## config.mk

```make
export PLATFORM = sky130hd
export DESIGN_NAME = lcd_raster_timer
export DESIGN_NICKNAME = d
export VERILOG_FILES = /design/src/rtl/lcd_raster_pkg.sv /design/src/rtl/lcd_pix_divider.sv /design/src/rtl/lcd_bias_toggle.sv /design/src/rtl/lcd_raster_timer.sv
export SDC_FILE = /design/constraint.sdc
export NUM_CORES = 1
export LEC_CHECK = 0
export BUFFER_PORTS_ARGS = -buffer_cell sky130_fd_sc_hd__buf_4
export CORE_AREA = 2 2 117 119
export DETAILED_ROUTE_END_ITERATION = 8
export DIE_AREA = 0 0 119 121
export GPL_TIMING_DRIVEN = 0
export PLACE_DENSITY = 0.81
export SYNTH_ARGS = -nofsm -noshare
export SYNTH_HDL_FRONTEND = slang
export SYNTH_SLANG_ARGS = --single-unit
```

## constraint.sdc

```tcl
create_clock -name clk -period 10 [get_ports clk]
set_input_delay 1 -clock clk [delete_from_list [all_inputs] [get_ports clk]]
set_output_delay 1 -clock clk [all_outputs]
set_load 0.005 [all_outputs]
```

## src/rtl/lcd_raster_pkg.sv

```systemverilog
package lcd_raster_pkg;

    typedef enum logic [2:0] {
        ST_IDLE,
        ST_LEAD,
        ST_SHOW,
        ST_TRAIL,
        ST_SYNC
    } raster_st_t;

endpackage

```

## src/rtl/lcd_pix_divider.sv

```systemverilog
module lcd_pix_divider #(
    parameter int DIV_W = 10
) (
    input  logic             clk,
    input  logic             rst_n,
    input  logic [DIV_W-1:0] div_val,
    output logic             tick
);
    logic [DIV_W-1:0] cnt;

    // div_val is at least 2; a shrinking divisor is caught by the >= compare
    assign tick = (cnt >= div_val - DIV_W'(1));

    always_ff @(posedge clk or negedge rst_n) begin
        if (!rst_n)
            cnt <= '0;
        else if (tick)
            cnt <= '0;
        else
            cnt <= cnt + DIV_W'(1);
    end
endmodule

```

## src/rtl/lcd_bias_toggle.sv

```systemverilog
module lcd_bias_toggle #(
    parameter int CNT_W = 8
) (
    input  logic             clk,
    input  logic             rst_n,
    input  logic             line_end,
    input  logic [CNT_W-1:0] period,
    output logic             bias
);
    logic [CNT_W-1:0] cnt;

    always_ff @(posedge clk or negedge rst_n) begin
        if (!rst_n) begin
            cnt  <= '0;
            bias <= 1'b0;
        end else if (line_end) begin
            if (period == '0) begin
                cnt <= '0;
            end else if (cnt >= period - CNT_W'(1)) begin
                cnt  <= '0;
                bias <= ~bias;
            end else begin
                cnt <= cnt + CNT_W'(1);
            end
        end
    end
endmodule

```

## src/rtl/lcd_raster_timer.sv

```systemverilog
module lcd_raster_timer
    import lcd_raster_pkg::*;
#(
    parameter int DIV_W   = 10,
    parameter int DIV_MIN = 2,
    parameter int DIV_MAX = 512,
    parameter int H_W     = 10,
    parameter int H_MAX   = 800,
    parameter int V_W     = 10,
    parameter int V_MAX   = 600,
    parameter int WAIT_W  = 8,
    parameter int BIAS_W  = 8,
    parameter int PIX_W   = 24
) (
    input  logic              clk,
    input  logic              rst_n,
    input  logic [DIV_W-1:0]  cfg_clk_div,
    input  logic [H_W-1:0]    cfg_h_active,
    input  logic [V_W-1:0]    cfg_v_active,
    input  logic [WAIT_W-1:0] cfg_lead_wait,
    input  logic [WAIT_W-1:0] cfg_trail_wait,
    input  logic [BIAS_W-1:0] cfg_bias_lines,
    input  logic              cfg_oe_pol,
    input  logic              cfg_lclk_pol,
    input  logic              cfg_fclk_pol,
    output logic              pix_req,
    input  logic              pix_valid,
    input  logic [PIX_W-1:0]  pix_data,
    input  logic              underrun_clr,
    output logic [PIX_W-1:0]  pnl_data,
    output logic              pnl_oe,
    output logic              pnl_lclk,
    output logic              pnl_fclk,
    output logic              pnl_bias,
    output logic              underrun_irq
);
    localparam int CW = (H_W > WAIT_W) ? H_W : WAIT_W;

    raster_st_t state, nxt;

    // frame shadows
    logic [DIV_W-1:0]  div_sh;
    logic [H_W-1:0]    h_sh;
    logic [V_W-1:0]    v_sh;
    logic [WAIT_W-1:0] lead_sh, trail_sh;
    logic [BIAS_W-1:0] bias_sh;
    logic              oe_pol_sh, lclk_pol_sh, fclk_pol_sh;

    logic [DIV_W-1:0]  div_in;
    logic [H_W-1:0]    h_in;
    logic [V_W-1:0]    v_in;

    logic [CW-1:0]     pix_cnt;
    logic [V_W-1:0]    line_cnt;
    logic              px_tick;
    logic              last_line;
    logic              frame_load;
    logic              oe_on, lp_on, fp_on;

    // clamp the incoming configuration to the supported range
    always_comb begin
        if (cfg_clk_div < DIV_W'(DIV_MIN))      div_in = DIV_W'(DIV_MIN);
        else if (cfg_clk_div > DIV_W'(DIV_MAX)) div_in = DIV_W'(DIV_MAX);
        else                                    div_in = cfg_clk_div;
        if (cfg_h_active == '0)                 h_in = H_W'(1);
        else if (cfg_h_active > H_W'(H_MAX))    h_in = H_W'(H_MAX);
        else                                    h_in = cfg_h_active;
        if (cfg_v_active == '0)                 v_in = V_W'(1);
        else if (cfg_v_active > V_W'(V_MAX))    v_in = V_W'(V_MAX);
        else                                    v_in = cfg_v_active;
    end

    lcd_pix_divider #(.DIV_W(DIV_W)) u_div (
        .clk     (clk),
        .rst_n   (rst_n),
        .div_val (div_sh),
        .tick    (px_tick)
    );

    lcd_bias_toggle #(.CNT_W(BIAS_W)) u_bias (
        .clk      (clk),
        .rst_n    (rst_n),
        .line_end (px_tick && (state == ST_SYNC)),
        .period   (bias_sh),
        .bias     (pnl_bias)
    );

    assign last_line  = (line_cnt == v_sh - V_W'(1));
    assign frame_load = px_tick && ((state == ST_IDLE) ||
                                    ((state == ST_SYNC) && last_line));

    // next-state logic
    always_comb begin
        nxt = state;
        unique case (state)
            ST_IDLE: begin
                if (px_tick)
                    nxt = (cfg_lead_wait == '0) ? ST_SHOW : ST_LEAD;
            end
            ST_LEAD: begin
                if (px_tick && (pix_cnt == CW'(lead_sh) - CW'(1)))
                    nxt = ST_SHOW;
            end
            ST_SHOW: begin
                if (px_tick && (pix_cnt == CW'(h_sh) - CW'(1)))
                    nxt = (trail_sh == '0) ? ST_SYNC : ST_TRAIL;
            end
            ST_TRAIL: begin
                if (px_tick && (pix_cnt == CW'(trail_sh) - CW'(1)))
                    nxt = ST_SYNC;
            end
            ST_SYNC: begin
                if (px_tick) begin
                    if (last_line)
                        nxt = (cfg_lead_wait == '0) ? ST_SHOW : ST_LEAD;
                    else
                        nxt = (lead_sh == '0) ? ST_SHOW : ST_LEAD;
                end
            end
        endcase
    end

    assign pix_req = px_tick && (nxt == ST_SHOW);

    // state register and counters
    always_ff @(posedge clk or negedge rst_n) begin
        if (!rst_n) begin
            state    <= ST_IDLE;
            pix_cnt  <= '0;
            line_cnt <= '0;
        end else begin
            state <= nxt;
            if (nxt != state)
                pix_cnt <= '0;
            else if (px_tick)
                pix_cnt <= pix_cnt + CW'(1);
            if (px_tick && (state == ST_SYNC))
                line_cnt <= last_line ? '0 : line_cnt + V_W'(1);
        end
    end

    // configuration shadows, loaded only at frame start
    always_ff @(posedge clk or negedge rst_n) begin
        if (!rst_n) begin
            div_sh      <= DIV_W'(DIV_MIN);
            h_sh        <= H_W'(1);
            v_sh        <= V_W'(1);
            lead_sh     <= '0;
            trail_sh    <= '0;
            bias_sh     <= '0;
            oe_pol_sh   <= 1'b1;
            lclk_pol_sh <= 1'b1;
            fclk_pol_sh <= 1'b1;
        end else if (frame_load) begin
            div_sh      <= div_in;
            h_sh        <= h_in;
            v_sh        <= v_in;
            lead_sh     <= cfg_lead_wait;
            trail_sh    <= cfg_trail_wait;
            bias_sh     <= cfg_bias_lines;
            oe_pol_sh   <= cfg_oe_pol;
            lclk_pol_sh <= cfg_lclk_pol;
            fclk_pol_sh <= cfg_fclk_pol;
        end
    end

    // pixel data path and sticky underrun
    always_ff @(posedge clk or negedge rst_n) begin
        if (!rst_n) begin
            pnl_data     <= '0;
            underrun_irq <= 1'b0;
        end else begin
            if (pix_req && pix_valid)
                pnl_data <= pix_data;
            if (pix_req && !pix_valid)
                underrun_irq <= 1'b1;
            else if (underrun_clr)
                underrun_irq <= 1'b0;
        end
    end

    // outputs decoded from the state register
    always_comb begin
        oe_on    = (state == ST_SHOW);
        lp_on    = (state == ST_SYNC);
        fp_on    = (state == ST_SYNC) && (line_cnt == '0);
        pnl_oe   = oe_pol_sh   ? oe_on : ~oe_on;
        pnl_lclk = lclk_pol_sh ? lp_on : ~lp_on;
        pnl_fclk = fclk_pol_sh ? fp_on : ~fp_on;
    end
endmodule

```

; After elaboration in Yosys (flattened, before gate mapping)
; Cells that the tools add are included.
[word_totals]
register_bits = 124
in_bits = 85
wordCells = 98
[classes]
n_bitwise = 5
mux = 27
eq_ne = 10
n_reduce_logical = 23
n_addsub = 10
n_lt_le_gt_ge = 6
[ops]
columns = cell, n
row1 = $mux 10, 10
row2 = $eq 10x10->1, 4
row3 = $logic_not 8->1, 4
row4 = $add 10x1->10 const B, 3
row5 = $gt 10x10->1 const B, 3
row6 = $logic_not 10->1, 3
row7 = $sub 10x1->10 const B, 3
row8 = $mux 3, 6
row9 = $sub 8x1->9 const B, 2
row10 = $mux 8, 2
row11 = $pmux 3 s5, 1
row12 = $ge 10x10->1, 1
row13 = $logic_and 1x1->1, 10
row14 = $lt 10x2->1 const B, 1
row15 = $eq 3x2->1 const B, 3
row16 = $add 8x1->8 const B, 1
row17 = $ge 8x8->1, 1
row18 = $sub 8x1->8 const B, 1
row19 = $mux 2, 3
row20 = $mux 1, 5
row21 = $not 1->1, 5
row22 = $reduce_bool 2->1, 2
row23 = $eq 3x1->1 const B, 1
row24 = $eq 3x3->1 const B, 1
row25 = other kinds (5), 5

; Logic depth before layout (Yosys ltp)
; Gate-level depths: netlist of the first run.
[depth]
word_depth = 9
mapped_depth = 17
depth_no_buf = 16

; Modules after synthesis
; A second synthesis of the first run with hierarchy kept.
[hier_totals]
hier_cells = 869
area_unflattened_um2 = 8022.7
[modules_own_cells]
columns = module, area_each_um2, cells_each, n_inst
row1 = lcd_raster_timer, 6248.5, 684, 1
row2 = lcd_pix_divider, 895.9, 91, 1
row3 = lcd_bias_toggle, 878.3, 94, 1

; Least setup slack after synthesis of the first run
; OpenSTA, ideal clock, no wires.
[synth_timing]
path_kind = reg-to-output
startpoint = register div_sh[0]
endpoint = output port pix_req
path_stages_with_launch = 17
t_required_ns = 9.000
arrival_time_ns = 3.279
slack_ns = 5.721
path_buffers = 0
path_cell_list = dfrtp_1 -> inv_1 -> ha_1 -> nand2_1 -> or2_2 -> nor4_1 -> xnor2_1 -> ha_1 -> o21a_1 -> nor2_1 -> a21oi_1 -> nand2_1 -> or4b_2 -> nand2_1 -> o31ai_1 -> o21ba_2 -> and4_1
[synth_via]
elab_chain_len = 7
[synth_lines]
columns = item, line
row1 = "start, declared", lcd_raster_timer.sv:42  ; logic [DIV_W-1:0] div_sh;
row2 = "start signal, assigned", lcd_raster_timer.sv:145  ; div_sh <= DIV_W'(DIV_MIN);
row3 = "start signal, assigned", lcd_raster_timer.sv:155  ; div_sh <= div_in;
row4 = $sub 10x1->10 (*), lcd_pix_divider.sv:12  ; assign tick = (cnt >= div_val - DIV_W'(1));
row5 = $ge 10x10->1 (*), lcd_pix_divider.sv:12
row6 = $logic_and 1x1->1 (on tied branches), "lcd_raster_timer.sv:109, lcd_raster_timer.sv:101, lcd_raster_timer.sv:105"
row7 = $mux 3 (on tied branches), "lcd_raster_timer.sv:109, lcd_raster_timer.sv:101, lcd_raster_timer.sv:105"
row8 = $pmux 3 s5 (*), lcd_raster_timer.sv:95  ; unique case (state)
row9 = net nxt[1], lcd_raster_timer.sv:39  ; raster_st_t state, nxt;
row10 = $eq 3x2->1 (*), lcd_raster_timer.sv:123  ; assign pix_req = px_tick && (nxt == ST_SHOW);
row11 = $logic_and 1x1->1 (*), lcd_raster_timer.sv:123
row12 = "end, declared", lcd_raster_timer.sv:26  ; output logic pix_req,
; Mark *: on every way through the listed nets, which the timed path passes. The rest lies on a longest branch.

; Worst setup path after layout of the first run
; Same ends and word-level chain as after synthesis.

==> results.sh, run 1 <==
export IMPL_grt_pass1_vias=6294
export IMPL_dr_pass1_iters=5
export IMPL_area_growth_syn_to_layout_pct=22.3
export IMPL_grt_pass1_wl_um=30700
export IMPL_fin_nets=1037
export IMPL_yosysSeqAreaShare_pct=41.0
export IMPL_p_int_mw=0.909
export IMPL_total_power_mw=1.22
export IMPL_cts_setup_buffers=0
export IMPL_synth_top_area_cell="dfrtp_1"
export IMPL_start_util_pct=58.0
export IMPL_via_per_inst=5.76
export IMPL_io_buffers=113
export IMPL_yosys_warnings=0
export IMPL_synth_compound_area_share_pct=11.9
export IMPL_place_congestion=0.937
export IMPL_slew_headroom_pct=29.3
export IMPL_synth_enable_flop_cells=0
export IMPL_synthFlopType="dfrtp_1"
export IMPL_synth_top_family_by_area="simple AND/OR/NAND/NOR gates"
export IMPL_synth_area_um2=7580
export IMPL_max_slew_worst_pin_slew_ns=1.06
export IMPL_synth_cell_types=77
export IMPL_fin_ws_ns=4.48
export IMPL_r2r_end="pnl_data[14]"
export IMPL_drv_cap=0
export IMPL_finalClockSkew_ns=0.00831
export IMPL_worstSkewPairLatency_ns=0.43
export IMPL_root_buffer="clkbuf_16"
export IMPL_seqPwrFrac_pct=42.6
export IMPL_rows=42
export IMPL_syn_instance_count=789
export IMPL_post_drt_wl_per_cell_um=16.4
export IMPL_reg2reg_slack_ns=5.38
export IMPL_clock_power_share_pct=50.9
export IMPL_track_usage_pct=26.8
export IMPL_hpwl_um=13200
export IMPL_cts_buffers=17
export IMPL_final_core_util_pct=70.9
export IMPL_synth_area_per_cell_um2=9.61
export IMPL_max_freq_mhz=181
export IMPL_pre_cts_ws_ns=4.89
export IMPL_p_leak_nw=4.21
export IMPL_maxSlewViolCount=0
export IMPL_status="finished clean"
export IMPL_clockBufferDepth=2
export IMPL_drtAntennaViolNets=0
export IMPL_ys_ff_latch=124
export IMPL_grt_overflow=0
export IMPL_antenna_found_initial=0
export IMPL_setup_violations=0
export IMPL_power_frac_comb_pct=6.5
export IMPL_hold_violations=0
export IMPL_synth_xor_area_share_pct=9.35
export IMPL_tritoncts="yes"
export IMPL_hold_path_class="in -> async"
export IMPL_die_w_um=119
export IMPL_synthArstFlopShare_pct=100
export IMPL_drcViolationCount=0
export IMPL_synth_area_mux_share_pct=8.60
export IMPL_cp_required_ns=9.00
export IMPL_fin_setup_tns_ns=0
export IMPL_cts_resized=0
export IMPL_hold_buffers=0
export IMPL_r2r_start="div_sh[0]"
export IMPL_yosys_top_cells_area="dfrtp_1 39%, mux2_2 8.5%, xnor2_1 5.2%"
export IMPL_worst_setup_path_start_kind="register"
export IMPL_ir_worst_vdd_v=0.000129
export IMPL_period_needed_ns=5.52
export IMPL_ios=115
export IMPL_drive_above_1_share_pct=25.5
export IMPL_sw_frac_of_total_pct=25.3
export IMPL_rsz0062_at_grt="no"
export IMPL_end_kind="primary output"
export IMPL_synth_nets=904
export IMPL_critical_path_max_fanout=10
export IMPL_dr_first_iter_drc_count=478
export IMPL_path_class="reg -> out"
export IMPL_totalWireLength_um=18200
export IMPL_synth_simple_area_share_pct=20.9
export IMPL_grt_start_max_net_pins=100
export IMPL_rr_worst_depth=15
export IMPL_arrival_ns=4.52
export IMPL_cts_sinks=124
export IMPL_vias=6399
export IMPL_core_area_um2=13100
export IMPL_die_h_um=121
export IMPL_switchingPower_mw=0.308
export IMPL_synth_top_area_share_pct=38.9
export IMPL_synthAdderAreaFrac_pct=4.95
export IMPL_cts_htree_levels=4
export IMPL_power_density_nw_per_um2=131
export IMPL_die_area_um2=14400
export IMPL_final_period_utilization_pct=55.2
export IMPL_n_antenna_cell=0
export IMPL_clk_pin_slew_ns=0.06
-- Yosys cell counts (7+ instances only) --
cell type and n:
nand2b_1 22, xor2_1 36, nand2_1 85, and3_1 7
nand4_1 9, a31oi_1 17, or3_1 7, nor2_1 49
inv_1 27, nor3_1 20, a21oi_1 19, clkbuf_1 20
nor2b_1 8, dfrtp_1 118, o211ai_1 8, mux2_2 57
ha_1 30, o21ai_0 37, nand3_1 25, nor4_1 26
xnor2_1 45
-- final cells by class --
type	instances	area, µm²
repair buffers	114	880
fillers	993	3810
flip-flops and latches	124	3110
multi-input cells	605	4220
inverters	27	101
plain buffers	33	150
clock buffers	17	425
clock inverters	15	169
well taps	176	220
-- cell usage in the layout, fill, tap and decap left out, drive strengths merged, types with 6 or more instances in the layout --
master and count:
a21oi 20, a31oi 17, and2 6, and3 7, buf 127, clkbuf 37, dfrtp 118, dfstp 6
ha 30, inv 38, mux2 57, nand2 86, nand2b 22, nand3 25, nand4 9, nor2 49
nor2b 8, nor3 20, nor4 27, o211ai 8, o21ai 39, or3 7, xnor2 45, xor2 36
-- power by group through the flow --
stage	Clock (mW)	Combinational, mW	Sequential, mW
2_1_floorplan	0	0.0334	0.525
3_3_place_gp	0	0.0764	0.527
3_5_place_dp	0	0.0800	0.527
4_1_cts	0.626	0.0809	0.518
5_1_grt	0.652	0.0893	0.519
6_report	0.619	0.0795	0.518
-- flip-flops by register name, summed over array words and instances (netlist names) --
| register | flops |
|---|---|
| u_bias.bias | 1 |
| line_cnt | 10 |
| underrun_irq | 1 |
| u_div.cnt | 10 |
| fclk_pol_sh | 1 |
| u_bias.cnt | 8 |
| trail_sh | 8 |
| oe_pol_sh | 1 |
| pix_cnt | 10 |
| lclk_pol_sh | 1 |
| pnl_data | 24 |
| bias_sh | 8 |
| state | 3 |
| h_sh | 10 |
| v_sh | 10 |
| lead_sh | 8 |
| div_sh | 10 |
-- how the worst max path moves through the flow --
stage | from | endpoint | cells after the start
after global routing | div_sh[0] | pix_req | 16
after global placement | div_sh[0] | pix_req | 16
after detailed placement | div_sh[0] | pix_req | 16
after CTS | div_sh[0] | pix_req | 16
final | div_sh[0] | pix_req | 16
after floorplan | div_sh[0] | pix_req | 16
-- worst max-delay path: stages, from the launching register on --
cell and delay, ns:
dfrtp_1 0.41, inv_1 0.09, ha_1 0.18, nand2_1 0.08, or2_2 0.29, nor4_1 0.24
xnor2_1 0.11, ha_1 0.20, a2111oi_0 0.54, nand4_1 0.27, and2_0 0.33, clkbuf_1 0.30
nand2_1 0.38, nor2_1 0.10, o21ba_2 0.24, and4_1 0.18, buf_4 0.13
-- routing by layer --
layer	wire, µm	vias to the layer above	GRT usage, %	share of wire (%)
li1	-	3111	-	-
met1	7950	3080	34.5	44
met2	8790	172	43.6	48
met3	1010	36	6.67	5.5
met4	450	0	10.3	2.5
met5	0	-	0	0
-- stage by stage --
stage | instances | area (µm²) | hold slack, ns
2_1_floorplan | 789 | 7580 | 0.466
3_3_place_gp | 1078 | 8650 | 0.466
3_5_place_dp | 1079 | 8680 | 0.497
4_1_cts | 1111 | 9280 | 0.430
5_1_grt | 1111 | 9280 | 0.438
6_report | 1111 | 9280 | 0.433
-- cells by family after synthesis --
| group | count (synthesis) |
|---|---|
| AND/OR/NAND/NOR | 301 |
| AO/OA/AOI/OAI | 135 |
| flip-flops | 124 |
| XOR/XNOR | 81 |
| buffers and inverters | 60 |
| multiplexers | 58 |
| adder cells (fa/ha/maj) | 30 |
Note: power is estimated with default switching activity, not from simulation.
==> run 2, diff against run 1 <==
ABC_AREA = 1   (was default)
CORE_AREA = 2 2 121 123   (was 2 2 117 119)
DIE_AREA = 0 0 123 125   (was 0 0 119 121)
PLACE_DENSITY = 0.8   (was 0.81)
clock period = 5.5 ns   (was 10 ns; I/O delays follow)
==> run 2 against run 1 <==
First-iteration DRC count up 6.3%. Global-route usage up 1.4 points. Critical path type unchanged. Core utilization down 1.4 points.
==> results.sh, run 2 <==
export IMPL_status="finished clean"
export IMPL_total_power_mw=2.24
export IMPL_top_layer_used="met4"
export IMPL_placed_cell_area_um2=9220
export IMPL_ios=115
export IMPL_p_leak_nw=5.10
export IMPL_arrival_ns=4.06
export IMPL_critical_path_max_fanout=10
export IMPL_layout_commonest_cell="nand2_1"
export IMPL_final_core_util_pct=69.5
export IMPL_finalClockSkew_ns=0.00992
export IMPL_core_area_um2=14200
export IMPL_ir_worst_vdd_v=0.000212
export IMPL_nFillCells=1204
export IMPL_drv_cap=0
export IMPL_n_antenna_cell=0
export IMPL_routedLengthMet1_um=9170
export IMPL_hold_violations=0
export IMPL_post_drt_wl_per_cell_um=14.2
export IMPL_fin_nets=1388
export IMPL_path_class="reg -> out"
export IMPL_cts_htree_levels=4
export IMPL_track_usage_pct=28.2
export IMPL_worst_setup_path_start_kind="register"
export IMPL_synth_top_area_share_pct=36.4
export IMPL_grt_start_max_net_pins=70
export IMPL_yosysSeqAreaShare_pct=38.3
export IMPL_cp_required_ns=4.95
export IMPL_cts_setup_buffers=0
export IMPL_synth_most_common_cell="nand2_1"
export IMPL_slew_headroom_pct=44.4
export IMPL_critical_path_slowest_cell="dfrtp_1"
export IMPL_synth_enable_flop_cells=0
export IMPL_maxSlewViolCount=0
export IMPL_pre_cts_ws_ns=1.33
export IMPL_most_common_layout_cells="309 x nand2_1, 146 x inv_1, 123 x nor2_1"
export IMPL_period_needed_ns=4.61
export IMPL_hold_path_class="in -> async"
export IMPL_root_buffer="clkbuf_16"
export IMPL_vias=7830
export IMPL_synth_top_area_cell="dfrtp_1"
export IMPL_cp_cell_sequence="inv_1, ha_1, nand3_1, nor2_1, nand2_1, nor3_1, xor2_1, ha_1, nand2_1, inv_1, a21oi_1, nand4_1, nand2_1, inv_1, nand2_1, nand4_1, nand2_2, nor2_8, buf_4, buf_4"
export IMPL_grt_overflow=0
export IMPL_dr_pass1_iters=6
export IMPL_ys_ff_latch=124
export IMPL_fin_ws_ns=0.891
export IMPL_cts_buffers=17
export IMPL_antenna_found_initial=0
export IMPL_power_density_nw_per_um2=227
export IMPL_synth_cell_types=47
export IMPL_cts_sinks=124
export IMPL_yosys_top_cells_area="dfrtp_1 36%, nand2_1 14%, nand3_1 7.4%"
export IMPL_clk_pin_slew_ns=0.06
export IMPL_synth_commonest_cells="309 x nand2_1, 146 x inv_1, 123 x nor2_1"
export IMPL_critPathMaxStageDelay_ns=0.36
export IMPL_wl_met2_um=9920
export IMPL_cpMostUsedCell="nand2_1"
export IMPL_largest_register_ffs=24
export IMPL_synth_area_per_cell_um2=7.12
export IMPL_synthFlopType="dfrtp_1"
export IMPL_dr_first_iter_drc_count=508
export IMPL_area_growth_syn_to_layout_pct=21.7
export IMPL_met3WireLength_um=1480
export IMPL_die_w_um=123
export IMPL_max_freq_mhz=217
export IMPL_die_h_um=125
export IMPL_final_cells=1470
export IMPL_cts_resized=0
export IMPL_final_period_utilization_pct=83.8
export IMPL_yosys_warnings=0
export IMPL_place_congestion=0.911
export IMPL_max_slew_worst_pin_slew_ns=0.827
export IMPL_rsz0062_at_grt="no"
export IMPL_drive_above_1_share_pct=15.1
export IMPL_grt_pass1_vias=7418
export IMPL_hpwl_um=15900
export IMPL_tritoncts="yes"
export IMPL_start_util_pct=57.1
export IMPL_final_area_um2=9870
export IMPL_synth_nets=1255
export IMPL_synth_area_um2=8110
export IMPL_drcViolationCount=0
export IMPL_hold_buffers=0
export IMPL_die_area_um2=15400
export IMPL_worstSkewPairLatency_ns=0.43
export IMPL_syn_instance_count=1140
export IMPL_fin_setup_tns_ns=0
export IMPL_totalWireLength_um=20900
export IMPL_clockBufferDepth=2
export IMPL_grt_pass1_wl_um=34500
export IMPL_drtAntennaViolNets=0
export IMPL_top_register="pnl_data"
export IMPL_post_place_cells=1438
export IMPL_synthArstFlopShare_pct=100
export IMPL_holdWs_ns=0.0869
export IMPL_rows=44
export IMPL_io_buffers=113
export IMPL_end_kind="primary output"
export IMPL_setup_violations=0
export IMPL_via_per_inst=5.33
==> run 2: area by class of cell <==
class                      instances  area (µm²)  share of cell area [%]
buffer                            27         140                    1.42
inverter                         153         574                    5.82
tap                              184         230                    2.33
multi-input combinational        836        4290                    43.4
clock inverter                    12         193                    1.95
clock buffer                      20         457                    4.63
timing repair buffer             114         880                    8.91
sequential                       124        3110                    31.5
==> run 2: critical path, delay by kind of cell (launching register included) <==
family	cells	cell delay [ns]
AOI/OAI and AO/OA	1	0.15
xor gates and xnor gates	1	0.18
adders and majority gates	2	0.45
buffers and inverters	5	0.75
DFF	1	0.36
and+or+nand+nor	11	1.74
==> run 2: layer usage <==
metal  GRT usage, %  vias up
met5              0        -
met4           10.1        0
met3           6.61       32
met2           46.1      254
met1           36.5     3610
li1               -     3934
==> run 2: final timing paths <==
kind	from	end	cells after the start	slack, ns
setup / recovery	div_sh[0]	pix_req	20	0.89
hold / removal	rst_n	h_sh[7]	1	0.09
setup reg to reg	div_sh[0]	pnl_data[6]	22	1.72
hold reg to reg	pnl_data[2]	pnl_data[2]	2	0.47
max in group asynchronous	rst_n	oe_pol_sh	2	4.66
min in group clk	underrun_clr	underrun_irq	2	0.31
==> run 2: cells by family (layout without fill, tap and decap cells) <==
group	count (synthesis)	count (layout)	share of synthesized area, %
XOR/XNOR	57	57	6.32
buffers and inverters	180	326	8.81
AO/OA/AOI/OAI	118	118	7.83
adder cells (fa/ha/maj)	30	30	4.63
AND/OR/NAND/NOR	631	631	34.1
flip-flops	124	124	38.3
==> run 2: power breakdown <==
part / internal (mW) / switching [mW] / total [mW]
combinational: 0.0436 / 0.0426 / 0.0861
sequential: 0.913 / 0.0000884 / 0.914
clock: 0.824 / 0.417 / 1.24
total: 1.78 / 0.460 / 2.24
==> run 3, diff against run 2 <==
CORE_AREA = 2 2 127 129   (was 2 2 121 123)
DIE_AREA = 0 0 129 131   (was 0 0 123 125)
PLACE_DENSITY = 0.77   (was 0.8)
clock period = 4.2 ns   (was 5.5 ns; I/O delays follow)
==> run 3 against run 2 <==
Sequential power is 31% higher. Sequential cell count stayed put. Clock skew is 0.00090 ns lower. Combinational power is 31% higher. Sequential share of layout area is 0.46 points lower. Worst hold slack better by 0.084 ns. Core utilization is 5.3 points lower. Largest power group unchanged. Die area is 9.9% higher. Final area is 1.5% higher. Non-clock buffer count is 10 higher.
==> results.sh, run 3 (synthesis gave the netlist of run 2 again) <==
export IMPL_status="finished clean"
export IMPL_end_kind="primary output"
export IMPL_via_per_inst=5.19
export IMPL_setup_violations=0
export IMPL_post_drt_wl_per_cell_um=14.1
export IMPL_die_h_um=131
export IMPL_largest_register_ffs=24
export IMPL_tritoncts="yes"
export IMPL_drtAntennaViolNets=0
export IMPL_critPathMaxStageDelay_ns=0.40
export IMPL_final_period_utilization_pct=94.0
export IMPL_critical_path_slowest_cell="dfrtp_1"
export IMPL_io_buffers=113
export IMPL_holdPathEnd="underrun_irq"
export IMPL_max_freq_mhz=253
export IMPL_grt_pass1_wl_um=35500
export IMPL_cts_sinks=124
export IMPL_hpwl_um=16000
export IMPL_hp_start="underrun_clr"
export IMPL_cts_htree_levels=4
export IMPL_cts_buffers=17
export IMPL_clk_pin_slew_ns=0.06
export IMPL_dr_pass1_iters=6
export IMPL_power_density_nw_per_um2=286
export IMPL_dr_first_iter_drc_count=511
export IMPL_antenna_found_initial=0
export IMPL_fin_nets=1398
export IMPL_layout_commonest_cell="nand2_1"
export IMPL_period_needed_ns=3.95
export IMPL_p_leak_nw=5.13
export IMPL_track_usage_pct=26.7
export IMPL_critical_path_max_fanout=11
export IMPL_rr_worst_depth=21
export IMPL_max_slew_worst_pin_slew_ns=0.751
export IMPL_top_register="pnl_data"
export IMPL_vias=7846
export IMPL_r2r_start="div_sh[2]"
export IMPL_most_common_layout_cells="307 x nand2_1, 142 x inv_1, 122 x buf_4"
export IMPL_die_area_um2=16900
export IMPL_maxSlewViolCount=0
export IMPL_grt_start_max_net_pins=90
export IMPL_cp_required_ns=3.78
export IMPL_cp_cell_sequence="nor2_4, nand4_1, nor3_2, nand3_1, xor2_1, inv_1, ha_1, nand2_1, nor2_2, nand3_1, nand4_1, buf_6, buf_4, nand4_1, nand2_1, nand2_1, nor2_4, nand4_4, nor2_8, buf_4"
export IMPL_start_util_pct=52.0
export IMPL_setup_worst_path_start="div_sh[2]"
export IMPL_worstSkewPairLatency_ns=0.43
export IMPL_ios=115
export IMPL_clockBufferDepth=2
export IMPL_n_antenna_cell=0
export IMPL_drcViolationCount=0
export IMPL_hold_violations=0
export IMPL_drv_cap=0
export IMPL_die_w_um=129
export IMPL_ir_worst_vdd_v=0.000356
export IMPL_totalWireLength_um=21300
export IMPL_final_core_util_pct=64.2
export IMPL_fin_setup_tns_ns=0
export IMPL_drive_above_1_share_pct=16.6
export IMPL_path_class="reg -> out"
export IMPL_slew_headroom_pct=49.6
export IMPL_min_path_cells=2
export IMPL_arrival_ns=3.53
export IMPL_core_area_um2=15600
export IMPL_reg2reg_slack_ns=0.56
export IMPL_rows=46
export IMPL_finalClockSkew_ns=0.00902
export IMPL_r2r_end="pix_cnt[9]"
export IMPL_holdWs_ns=0.171
export IMPL_grt_overflow=0
export IMPL_area_growth_syn_to_layout_pct=23.5
export IMPL_grt_pass1_vias=7471
export IMPL_place_congestion=0.877
export IMPL_worst_setup_path_start_kind="register"
export IMPL_hold_path_class="in -> reg"
export IMPL_root_buffer="clkbuf_16"
==> run 3: repair_timing <==
| item | 4_1_cts | 5_1_grt |
|---|---|---|
| pin swaps | 3 | 10 |
| gates resized for setup | 7 | 13 |
| setup endpoints to repair | 1 | 1 |
| gates cloned | 0 | 0 |
| buffers inserted | 5 | 5 |
| endpoints found under the hold margin | 33 | 0 |
| hold buffers | 1 | 0 |
==> run 3: final cells by class <==
class	instances	area, µm²
flip-flops and latches	124	3110
plain buffers	26	139
repair buffers	125	968
multi-input cells	836	4340
clock inverters	12	170
inverters	153	574
well taps	216	270
fillers	1392	5580
clock buffers	20	447
==> run 3: worst max-delay path by stage <==
| stage | to | slack, ns | cells after the start |
|---|---|---|---|
| 2_1_floorplan | pix_req | 0.90 | 19 |
| 3_3_place_gp | pix_req | 0.21 | 19 |
| 3_5_place_dp | pix_req | 0.15 | 19 |
| 4_1_cts | pix_req | 0.003 | 20 |
| 5_1_grt | pix_req | -0.02 | 20 |
| 6_report | pix_req | 0.25 | 20 |
==> run 3: critical path: cells and delay by family, from the launching register on <==
kind	cells	cell delay [ns]
buffers and inverters	4	0.43
DFF	1	0.40
and+or+nand+nor	14	1.84
adders and majority gates	1	0.28
xor gates and xnor gates	1	0.14
==> run 3: metal layers <==
metal | vias to the layer above | share of wire (%) | global-route usage, %
met5 | - | 0 | 0
li1 | 3943 | - | -
met1 | 3596 | 44 | 35.5
met2 | 262 | 45 | 42.4
met4 | 0 | 2.5 | 10.2
met3 | 45 | 8.1 | 6.64
==> run 3: where the power goes <==
part           leakage, nW  internal, mW  total, mW  switching, mW
combinational         3.41        0.0576      0.113         0.0553
clock                0.304          1.00       1.56          0.553
sequential            1.42          1.20       1.20       0.000148
total                 5.13          2.26       2.87          0.609
==> run 3: per-stage QoR <==
stage	std cells	worst slack [ns]	cell area, µm²	power [mW]
final	1512	0.254	10000	2.87
after global routing	1512	-0.0192	10000	2.95
after CTS	1508	0.00316	9950	2.88
after detailed placement	1470	0.151	9260	1.33
after global placement	1469	0.212	9230	1.33
after floorplan	1140	0.897	8110	1.23
